--- config.mk ---
export PLATFORM = sky130hd
export DESIGN_NAME = cmp_evt_ctrl
export DESIGN_NICKNAME = d
export VERILOG_FILES = /design/src/rtl/cmp_evt_pkg.sv /design/src/rtl/cmp_sync.sv /design/src/rtl/cmp_edge_det.sv /design/src/rtl/cmp_ctl_reg.sv /design/src/rtl/cmp_evt_ctrl.sv
export SDC_FILE = /design/constraint.sdc
export NUM_CORES = 1
export LEC_CHECK = 0
export ABC_AREA = 1
export CAP_MARGIN = 15
export CELL_PAD_IN_SITES_DETAIL_PLACEMENT = 1
export CELL_PAD_IN_SITES_GLOBAL_PLACEMENT = 2
export CORE_MARGIN = 8
export CORE_UTILIZATION = 15
export CTS_CLUSTER_DIAMETER = 120
export CTS_CLUSTER_SIZE = 40
export DETAILED_ROUTE_END_ITERATION = 12
export PLACE_DENSITY = 0.8
export SYNTH_ARGS = -nofsm -noshare
export SYNTH_HDL_FRONTEND = slang
export SYNTH_SLANG_ARGS = --single-unit
--- constraint.sdc ---
create_clock -name clk -period 1.1 [get_ports clk]
set_clock_uncertainty 0.05 [all_clocks]
set_input_delay 0.165 -clock clk [delete_from_list [all_inputs] [get_ports clk]]
set_output_delay 0.165 -clock clk [all_outputs]
set_load 0.05 [all_outputs]
--- src/rtl/cmp_evt_pkg.sv ---
package cmp_evt_pkg;
  localparam int REG_W = 8;
  // Bit positions within the control/status byte
  localparam int B_MODE_LO = 0;
  localparam int B_MODE_HI = 1;
  localparam int B_CAP_EN  = 2;
  localparam int B_IE      = 3;
  localparam int B_FLAG    = 4;
  localparam int B_CMP     = 5;
  localparam int B_BGSEL   = 6;
  localparam int B_RSVD    = 7;

  typedef enum logic [1:0] {
    MODE_ANY  = 2'b00,
    MODE_RSVD = 2'b01,
    MODE_FALL = 2'b10,
    MODE_RISE = 2'b11
  } evt_mode_e;
endpackage

--- src/rtl/cmp_sync.sv ---
module cmp_sync #(
  parameter int STAGES = 2
) (
  input  logic clk,
  input  logic rst,
  input  logic d,
  output logic q
);
  logic [STAGES-1:0] sh;

  genvar i;
  generate
    for (i = 0; i < STAGES; i++) begin : g_stage
      if (i == 0) begin : g_first
        always_ff @(posedge clk) begin
          if (rst) sh[0] <= 1'b0;
          else     sh[0] <= d;
        end
      end else begin : g_next
        always_ff @(posedge clk) begin
          if (rst) sh[i] <= 1'b0;
          else     sh[i] <= sh[i-1];
        end
      end
    end
  endgenerate

  assign q = sh[STAGES-1];

  // the chain advances one stage per clock
  generate
    if (STAGES >= 2) begin : g_chk
      p_shift_r2: assert property (@(posedge clk) disable iff (rst)
        !$past(rst) |-> sh[STAGES-1] == $past(sh[STAGES-2]));
    end
  endgenerate
endmodule

--- src/rtl/cmp_edge_det.sv ---
module cmp_edge_det
  import cmp_evt_pkg::*;
(
  input  logic      clk,
  input  logic      rst,
  input  logic      cur,
  input  evt_mode_e mode,
  output logic      evt
);
  logic prev;

  always_ff @(posedge clk) begin
    if (rst) prev <= 1'b0;
    else     prev <= cur;
  end

  always_comb begin
    case (mode)
      MODE_ANY:  evt = cur ^ prev;
      MODE_FALL: evt = prev & ~cur;
      MODE_RISE: evt = cur & ~prev;
      default:   evt = 1'b0;
    endcase
  end

  // the reserved code never reports an event
  p_reserved_r6: assert property (@(posedge clk) disable iff (rst)
    (mode == MODE_RSVD) |-> !evt);
  // a directional event needs a level change against the previous sample
  p_level_change_r5: assert property (@(posedge clk) disable iff (rst)
    evt |-> (cur != $past(cur)));
endmodule

--- src/rtl/cmp_ctl_reg.sv ---
module cmp_ctl_reg
  import cmp_evt_pkg::*;
(
  input  logic             clk,
  input  logic             rst,
  input  logic             wr_en,
  input  logic [REG_W-1:0] wr_data,
  input  logic             evt,
  input  logic             irq_ack,
  output logic             bgsel,
  output logic             ie,
  output logic             cap_en,
  output evt_mode_e        mode,
  output logic             flag
);
  logic clr;
  logic unused_wr_bits;

  assign unused_wr_bits = ^{wr_data[B_RSVD], wr_data[B_CMP]};
  assign clr = (wr_en & wr_data[B_FLAG]) | irq_ack;

  always_ff @(posedge clk) begin
    if (rst) begin
      bgsel  <= 1'b0;
      ie     <= 1'b0;
      cap_en <= 1'b0;
      mode   <= MODE_ANY;
    end else if (wr_en) begin
      bgsel  <= wr_data[B_BGSEL];
      ie     <= wr_data[B_IE];
      cap_en <= wr_data[B_CAP_EN];
      mode   <= evt_mode_e'(wr_data[B_MODE_HI:B_MODE_LO]);
    end
  end

  // Set has priority over any clear in the same cycle
  always_ff @(posedge clk) begin
    if (rst)      flag <= 1'b0;
    else if (evt) flag <= 1'b1;
    else if (clr) flag <= 1'b0;
  end

  p_set_wins_r9: assert property (@(posedge clk) disable iff (rst)
    evt |=> flag);
  p_w1c_r7: assert property (@(posedge clk) disable iff (rst)
    (!evt && wr_en && wr_data[B_FLAG]) |=> !flag);
  p_ack_r8: assert property (@(posedge clk) disable iff (rst)
    (!evt && irq_ack) |=> !flag);
  p_hold_r7: assert property (@(posedge clk) disable iff (rst)
    (!evt && !irq_ack && !(wr_en && wr_data[B_FLAG])) |=> $stable(flag));
endmodule

--- src/rtl/cmp_evt_ctrl.sv ---
module cmp_evt_ctrl
  import cmp_evt_pkg::*;
#(
  parameter int SYNC_STAGES = 2
) (
  input  logic             clk,
  input  logic             rst,
  input  logic             cmp_in,
  input  logic             wr_en,
  input  logic [REG_W-1:0] wr_data,
  output logic [REG_W-1:0] rd_data,
  input  logic             glb_ie,
  input  logic             irq_ack,
  input  logic             bod_en,
  output logic             ref_sel,
  output logic             cap_trig,
  output logic             irq
);
  logic      cmp_s;
  logic      evt;
  logic      bgsel;
  logic      ie;
  logic      cap_en;
  logic      flag;
  evt_mode_e mode;

  cmp_sync #(.STAGES(SYNC_STAGES)) u_sync (
    .clk (clk),
    .rst (rst),
    .d   (cmp_in),
    .q   (cmp_s)
  );

  cmp_edge_det u_edge (
    .clk  (clk),
    .rst  (rst),
    .cur  (cmp_s),
    .mode (mode),
    .evt  (evt)
  );

  cmp_ctl_reg u_reg (
    .clk     (clk),
    .rst     (rst),
    .wr_en   (wr_en),
    .wr_data (wr_data),
    .evt     (evt),
    .irq_ack (irq_ack),
    .bgsel   (bgsel),
    .ie      (ie),
    .cap_en  (cap_en),
    .mode    (mode),
    .flag    (flag)
  );

  always_comb begin
    rd_data                        = '0;
    rd_data[B_BGSEL]               = bgsel;
    rd_data[B_CMP]                 = cmp_s;
    rd_data[B_FLAG]                = flag;
    rd_data[B_IE]                  = ie;
    rd_data[B_CAP_EN]              = cap_en;
    rd_data[B_MODE_HI:B_MODE_LO]   = mode;
  end

  assign irq      = flag & ie & glb_ie;
  assign ref_sel  = bgsel & bod_en;
  assign cap_trig = cap_en & cmp_s;

  // the capture trigger only changes when the synchronised bit or the gate changes
  p_cap_quiet_r11: assert property (@(posedge clk) disable iff (rst)
    ($stable(cmp_s) && $stable(cap_en)) |-> $stable(cap_trig));
  // a request is never raised without the flag having been set
  p_irq_needs_flag_r10: assert property (@(posedge clk) disable iff (rst)
    irq |-> rd_data[B_FLAG]);
endmodule

[Yosys cells after proc, flatten, opt, wreduce, memory -nomap -nowiden]
Index checks and enable logic that the tools add are counted.
Word-level totals
  output and inout bits: 11
  bits in registers: 9
Operators by class
  equal/unequal tests: 2
  bitwise logic cells: 11
  reductions and logical operators: 2
  multiplexer cells: 3
Operators with widths (count)
  bitwise AND 1 bit: 7
  == test 2 bit (second input constant): 2
  case mux 1 bit (3 select lines): 1
  logical NOT 2 bit: 1
  two-way mux 1 bit: 2
  inverter 1 bit: 2
  nonzero test 2 bit: 1
  bitwise OR 1 bit: 1
  bitwise XOR 1 bit: 1

[Longest topological paths before layout]
Gate-level depths: netlist of the first run.
  word-level depth: 4
  mapped depth: 7
  mapped depth without buffers: 7

[Modules after synthesis]
From an unflattened synthesis of the first run, not the netlist that was laid out.
Second synthesis, totals
  cells, all modules: 60
  area, all modules: 426.7 µm²
By module, submodules not included
  cmp_ctl_reg: area each 207.7 µm², times used 1, cells each 27, sequential area each 120.1 µm²
  cmp_edge_det: area each 86.3 µm², times used 1, cells each 13, sequential area each 20.0 µm²
  cmp_evt_ctrl: area each 77.6 µm², times used 1, cells each 14, sequential area each 0.0 µm²
  cmp_sync: area each 55.1 µm², times used 1, cells each 6, sequential area each 40.0 µm²

[Worst setup path after synthesis of the first run]
Ideal clock, no wire load.
  path type: register to register
  start point: reg u_reg.mode[0]
  end point: reg u_reg.flag
  data required time: 0.933 ns
  library setup time: 0.117 ns
  path buffers: 0
  arrival: 1.040 ns
  path slack: -0.107 ns
  stages on the path, launching flop included: 6
  clock period less this slack: 1.207 ns
  cells stage by stage: dfxtp_1 -> inv_1 -> nand3_1 -> nand2_2 -> nor2_1 -> nor2_1
On the way
  word-level cells in the longest chain between the ends: 3
RTL lines
  start: declaration: line cmp_ctl_reg.sv:13  | output evt_mode_e mode,
  start signal: assignment: line cmp_ctl_reg.sv:32  | mode <= evt_mode_e'(wr_data[B_MODE_HI:B_MODE_LO]);
  == test 2 bit or logical NOT 2 bit (tied branches): line cmp_edge_det.sv:18  | case (mode)
  case mux 1 bit (3 select lines) *: line cmp_edge_det.sv:18
  two-way mux 1 bit or nonzero test 2 bit (tied branches)
  end signal: assignment: line cmp_ctl_reg.sv:38  | if (rst) flag <= 1'b0;
  end signal: assignment: line cmp_ctl_reg.sv:39  | else if (evt) flag <= 1'b1;
  end signal: assignment: line cmp_ctl_reg.sv:40  | else if (clr) flag <= 1'b0;
  end: declaration: line cmp_ctl_reg.sv:14  | output logic flag
Every way passes the cells marked *; elsewhere a longest branch is shown, timed or not.
A chain may end at the register's enable or synchronous reset.

[Worst setup path in the final report of the first run]
  start point: reg u_sync.sh[1] (netlist: u_sync.q)
  end point: out cap_trig
On the way
  word-level cells in the longest chain between the ends: 1
RTL lines
  start: declaration: line cmp_sync.sv:9  | logic [STAGES-1:0] sh;
  start signal: indexed assignment: line cmp_sync.sv:22  | else sh[i] <= sh[i-1];
  bitwise AND 1 bit: line cmp_evt_ctrl.sv:68  | assign cap_trig = cap_en & cmp_s;
  end: declaration: line cmp_evt_ctrl.sv:16  | output logic cap_trig,
Every way passes these cells.

==> results of run 1 <==
[cells by family (layout without fill, tap and decap cells)]
group                    after synthesis  in the layout
adder cells (fa/ha/maj)                2              2
flip-flops                             9              9
buffers and inverters                 17             43
other                                  1              1
AND/OR/NAND/NOR                       25             25
AO/OA/AOI/OAI                          5              5
[layout make-up]
| cell class | count | share of cell area, % |
|---|---|---|
| Multi-Input combinational cell | 33 | 20.9 |
| Timing Repair Buffer | 29 | 45.0 |
| Sequential cell | 9 | 22.1 |
| Inverter | 10 | 4.39 |
| Clock buffer | 4 | 3.07 |
| Tap cell | 31 | 4.53 |
[worst min-delay path, stage by stage, from the launching register on]
cell and delay, ns:
dfxtp_1 0.30, inv_1 0.04, nor2_1 0.03
[cell usage after synthesis]
cell       n
nand3_1    3
and3_1     1
a211oi_2   1
dfxtp_1    9
nor2_1     7
inv_1      9
nand2_1   13
nand2_2    1
conb_1     1
a21oi_1    4
buf_4      6
buf_2      1
ha_1       2
inv_2      1
[report_power, final]
part / internal [W] / switching (W) / leakage (nW)
clock network: 0.000140 / 0.000114 / 0.0150
registers: 0.000346 / 0.0000183 / 0.0767
logic: 0.000128 / 0.000116 / 0.313
[state kept, by name (all words and copies together) (netlist names)]
signal and count:
u_reg.bgsel 1, u_reg.ie 1, u_edge.prev 1, u_reg.flag 1, u_sync.q 1, u_sync.sh 1
u_reg.mode 2, u_reg.cap_en 1
[metrics by stage]
stage / hold slack (ns) / instances / instance area, um2 / utilization [%] / total power [W]
floorplan: 0.222 / 59 / 434 / - / 0.000478
global placement: 0.341 / 109 / 773 / 28.0 / 0.000598
detailed placement: 0.350 / 109 / 773 / 28.0 / 0.000602
CTS: 0.353 / 116 / 837 / 30.4 / 0.000876
global route: 0.374 / 116 / 856 / 31.0 / 0.000913
finish: 0.351 / 116 / 856 / 31.0 / 0.000862
[path summary, 6_finish.rpt]
| kind | startpoint | to | slack, ns |
|---|---|---|---|
| worst max register to register | u_sync.q$_SDFF_PP0_ | u_reg.flag$_SDFFE_PP0P_ | 0 |
| worst min-delay path | u_sync.sh[0]$_SDFF_PP0_ | u_sync.q$_SDFF_PP0_ | 0.35 |
| worst min register to register | u_sync.sh[0]$_SDFF_PP0_ | u_sync.q$_SDFF_PP0_ | 0.35 |
| worst max-delay path | u_sync.q$_SDFF_PP0_ | cap_trig | -0.07 |
[layer usage]
metal  part of all wire, %  vias to the layer above  global-route usage, %
li1                      -                      221                      -
met4                   2.1                        0                   4.02
met5                     0                        -                      0
met1                    42                      200                   5.76
met3                   4.4                        2                   1.00
met2                    52                       14                   8.71
[timing repair]
item	4_1_cts	5_1_grt
cloned	0	0
setup endpoints to repair	5	7
buffers inserted	3	0
hold endpoints to repair	0	0
gates resized for setup	10	6
pin swaps	1	1
==> out/qor.txt, run 1 <==
# DRC = 0
worst vdd ir = 410 uV
vias after detailed routing = 437
initial antenna violation count = 0
Setup Viol. Count Final = 2
worst endpoint data arrival time = 0.95 ns
ratio of cells with drive above 1 in the final layout = 41.2%
Core ar. = 0.00276 mm2
Cells on Worst Hold Path = 2
Seq cells post-synth = 9
clk_lat worst skew = 0.25 ns
Final min period = 1.17 ns
post-synthesis simple-gate area fraction = 23.8%
Setup WS post-layout = -0.0654 ns
XOR/XNOR share of the synthesized area = 0%
CTS tree = built
WL/cell = 11.1 um
PD cells = 1010 mW/mm2
Hold Buf Count CTS = 0
IO Count = 26
Area Growth Syn to Fin = 98.3%
Yosys cell types = 14
DIE HEIGHT = 69.6 um
footprint of the multi-input gates = 179 um2
Stages on worst setup path = 4
final hold vios = 0
most common cell after layout, fill and taps aside = nand2_1
dpl hpwl = 1.03 mm
Cell Area, Synth = 432 um2
Die Wd = 69.6 um
most frequent cells in the layout = nand2_1 (11), clkdlybuf4s50_1 (10), buf_12 (10)
CTS Buf Count = 3
Post-Synthesis Cells = 59
DP Worst Slack = -0.0807 ns
failing checks = setup timing
clk sinks = 9
Hold Crit Class = reg -> reg
CP Max Fanout = 3
Port-buffer cells = 22
Synth area leaders = dfxtp_1 (42%), nand2_1 (11%), buf_4 (10%)
CTS Buffer Depth = 2
Detailed Route WL = 1.29 mm
worst endpoint required time = 0.88 ns
leak pwr = 0.405 nW
sequential share of the synthesized area = 41.7%
fin crit share = 106%
CP max stage cell = dfxtp_2
Buf/Inv on CP = 3
cell count of the worst reg-to-reg path = 7
ant diodes = 0
All-Layer GR Usage = 5.26%
Fillers = 331
Root Buffer = clkbuf_4
cell taking the most area after synthesis = dfxtp_1
vias in the first global route = 459
Final Slew Violations = 0
max incr delay on CP = 0.35 ns
vias per cell = 3.77
Synth Area in Compound Gates = 7.54%
nets = 103
Initial Utilization = 15.7%
setup_tns = -0.0879 ns
Max-Cap Viols = 0
mux cell area share after synthesis = 0%
Synth Area in Adders = 5.80%
RSZ-0062 raised after global routing = yes
Synth top area share = 41.7%
DRT Pass-1 Iters = 3
largest family of logic cells by synthesized area = simple AND/OR/NAND/NOR gates
Syn Area/Cell = 7.32 um2
DR iter-0 viols = 3
die area = 0.00485 mm2
yosys warns = 0
H-tree Lvls = 1
status = complete, but fails checks
GRT overflow = 0
Worst path top cell family by delay = flip-flops
Post-Synthesis Net Count = 76
sequential cell area = 189 um2
startpoint types = flip-flop
clock-pin slew of the registers on the worst-case setup and hold paths = 0.06 ns
Crit. End Element = primary output
first-pass GRT wire length = 2.11 mm
largest net degree at the start of global routing = 10
row count = 19
WS Path Type = reg -> out
GPL Wtd Cong = 0.703
CP Cell Sequence = buf_6 > nand2_4 > inv_2 > buf_12
fmax = 0.858 GHz
Detail Route Antenna Nets = 0
Power figures use the tool's default switching activity.
==> run 2, diff against run 1 <==
Settings changed: CTS_CLUSTER_SIZE 40 to unset.
==> results of run 2 <==
The final DEF is identical to that of run 1; final timing and power are the same.
==> run 3, diff against run 2 <==
Settings changed: CORE_MARGIN 8 to unset.
==> run 3 against run 2 <==
The run still ends with setup timing left. Register-to-register slack about the same. Core utilization up 0.82 points. Routed wire length fell by 17%. Worst hold slack improved by 0.0020 ns. Largest cell class unchanged.
==> out/qor.txt, run 3 (synthesis results as in run 1) <==
CP Max Fanout = 3 (unchanged)
first-pass GRT wire length = 1.74 mm (was 2.11 mm)
WS Path Type = reg -> out (unchanged)
Psw = 0.000260 W (was 0.000248 W)
worst vdd ir = 414 uV (was 410 uV)
max reg flops = 2 (unchanged)
GRT overflow = 0 (unchanged)
die area = 0.00310 mm2 (was 0.00485 mm2)
met1 Use GR = 6.85% (was 5.76%)
clk_lat worst skew = 0.27 ns (was 0.25 ns)
vias per cell = 3.78 (was 3.77)
Detail Route Antenna Nets = 0 (unchanged)
footprint of the multi-input gates = 186 um2 (was 179 um2)
sequential cell area = 191 um2 (was 189 um2)
Final min period = 1.17 ns (about the same)
largest net degree at the start of global routing = 10 (unchanged)
Setup WS post-layout = -0.0700 ns (was -0.0654 ns)
WL/cell = 9.24 um (was 11.1 um)
vias after detailed routing = 438 (was 437)
IO Count = 26 (unchanged)
startpoint types = flip-flop (unchanged)
dpl hpwl = 842 um (was 1.03 mm)
logic gate share of total power = 28.4% (about the same)
Crit. End Element = primary output (unchanged)
CTS Buf Count = 3 (unchanged)
worst endpoint required time = 0.88 ns (about the same)
Port-buffer cells = 22 (unchanged)
Die Wd = 55.6 um (was 69.6 um)
GRT busiest layer = met2 (unchanged)
Final Slew Violations = 0 (unchanged)
ant diodes = 0 (unchanged)
hold_ws = 0.353 ns (was 0.351 ns)
Initial Utilization = 15.8% (was 15.7%)
Largest Register = u_reg.mode (unchanged)
Fillers = 314 (was 331)
Core ar. = 0.00273 mm2 (was 0.00276 mm2)
most frequent cells in the layout = nand2_1 (11), clkdlybuf4s50_1 (11), buf_12 (10) (was nand2_1 (11), clkdlybuf4s50_1 (10), buf_12 (10))
vias in the first global route = 423 (was 459)
initial antenna violation count = 0 (unchanged)
RSZ-0062 raised after global routing = yes (unchanged)
GPL Wtd Cong = 0.629 (was 0.703)
clock-pin slew of the registers on the worst-case setup and hold paths = 0.06 ns (about the same)
final hold vios = 0 (unchanged)
CTS tree = built (unchanged)
status = complete, but fails checks (unchanged)
setup_tns = -0.117 ns (was -0.0879 ns)
Hold Crit Class = in -> reg (was reg -> reg)
leak pwr = 0.393 nW (was 0.405 nW)
failing checks = setup timing (unchanged)
row count = 19 (unchanged)
Setup Viol. Count Final = 3 (was 2)
worst endpoint data arrival time = 0.95 ns (about the same)
Hold Buf Count CTS = 0 (unchanged)
Clk network pwr share = 30.5% (was 29.4%)
ratio of cells with drive above 1 in the final layout = 42.4% (was 41.2%)
GR Util met3 = 4.65% (was 1.00%)
Flop pwr share = 41.2% (was 42.3%)
H-tree Lvls = 1 (unchanged)
met2 usage = 13.3% (was 8.71%)
# DRC = 0 (unchanged)
PD cells = 1010 mW/mm2 (about the same)
DIE HEIGHT = 55.6 um (was 69.6 um)
clk sinks = 9 (unchanged)
Net Sw Frac = 29.6% (was 28.8%)
DP Worst Slack = -0.115 ns (was -0.0807 ns)
Root Buffer = clkbuf_4 (unchanged)
DRT Pass-1 Iters = 1 (was 3)
Max-Cap Viols = 0 (unchanged)
fin crit share = 106% (about the same)
fmax = 0.855 GHz (was 0.858 GHz)
nets = 103 (unchanged)
All-Layer GR Usage = 7.82% (was 5.26%)
Area Growth Syn to Fin = 102% (was 98.3%)
cell count of the worst reg-to-reg path = 7 (unchanged)
Cells on Worst Hold Path = 3 (was 2)
P_int = 0.000618 W (was 0.000614 W)
DR iter-0 viols = 0 (was 3)
Detailed Route WL = 1.07 mm (was 1.29 mm)
CTS Buffer Depth = 2 (unchanged)
==> run 3: cell types whose count changed in the layout (fill, tap and decap cells not counted), sizes merged <==
cell,change
dlygate4sd2,-1
clkdlybuf4s50,+1
==> run 3: power groups by stage <==
stage | Clock (W) | Sequential [W] | Combinational (W)
3_5_place_dp | 0 | 0.000368 | 0.000235
2_1_floorplan | 0 | 0.000377 | 0.000101
3_3_place_gp | 0 | 0.000367 | 0.000232
4_1_cts | 0.000277 | 0.000360 | 0.000249
6_report | 0.000267 | 0.000361 | 0.000249
5_1_grt | 0.000297 | 0.000364 | 0.000263
==> run 3: final timing paths <==
path / endpoint / slack [ns] / from
worst min-delay path: u_sync.sh[0]$_SDFF_PP0_ / 0.35 / cmp_in
worst min register to register: u_sync.q$_SDFF_PP0_ / 0.37 / u_sync.sh[0]$_SDFF_PP0_
worst max-delay path: cap_trig / -0.07 / u_sync.q$_SDFF_PP0_
worst max register to register: u_reg.flag$_SDFFE_PP0P_ / -0.01 / u_sync.q$_SDFF_PP0_
==> run 3: metrics by stage <==
step	power, W	util, %	instance area [um2]	std cells
floorplan	0.000478	-	434	59
global placement	0.000600	28.6	781	110
detailed placement	0.000604	28.6	781	110
CTS	0.000885	30.9	846	116
global route	0.000925	31.9	871	116
finish	0.000877	31.9	871	116
==> run 3: final cells by class <==
type	count	share of cell area, %
Tap cell	31	4.45
Sequential cell	9	22.0
Inverter	10	4.31
Timing Repair Buffer	29	44.8
Multi-Input combinational cell	33	21.4
Clock buffer	4	3.02
==> run 3: worst max-delay path, stage by stage (launching register included) <==
cell	delay (ns)
dfxtp_2	0.35
buf_6	0.11
nand2_2	0.04
inv_2	0.06
buf_12	0.13
==> run 3: metal layers <==
metal | wire length (um) | part of all wire [%]
met3 | 86 | 8.0
met2 | 579 | 54
met5 | 0 | 0
met1 | 379 | 35
met4 | 27 | 2.5
==> run 3: repair_timing <==
| action | 4_1_cts | 5_1_grt |
|---|---|---|
| endpoints found under the setup margin | 5 | 9 |
| pin swaps | 3 | 1 |
| setup buffers | 2 | 0 |
| gates resized for setup | 12 | 5 |
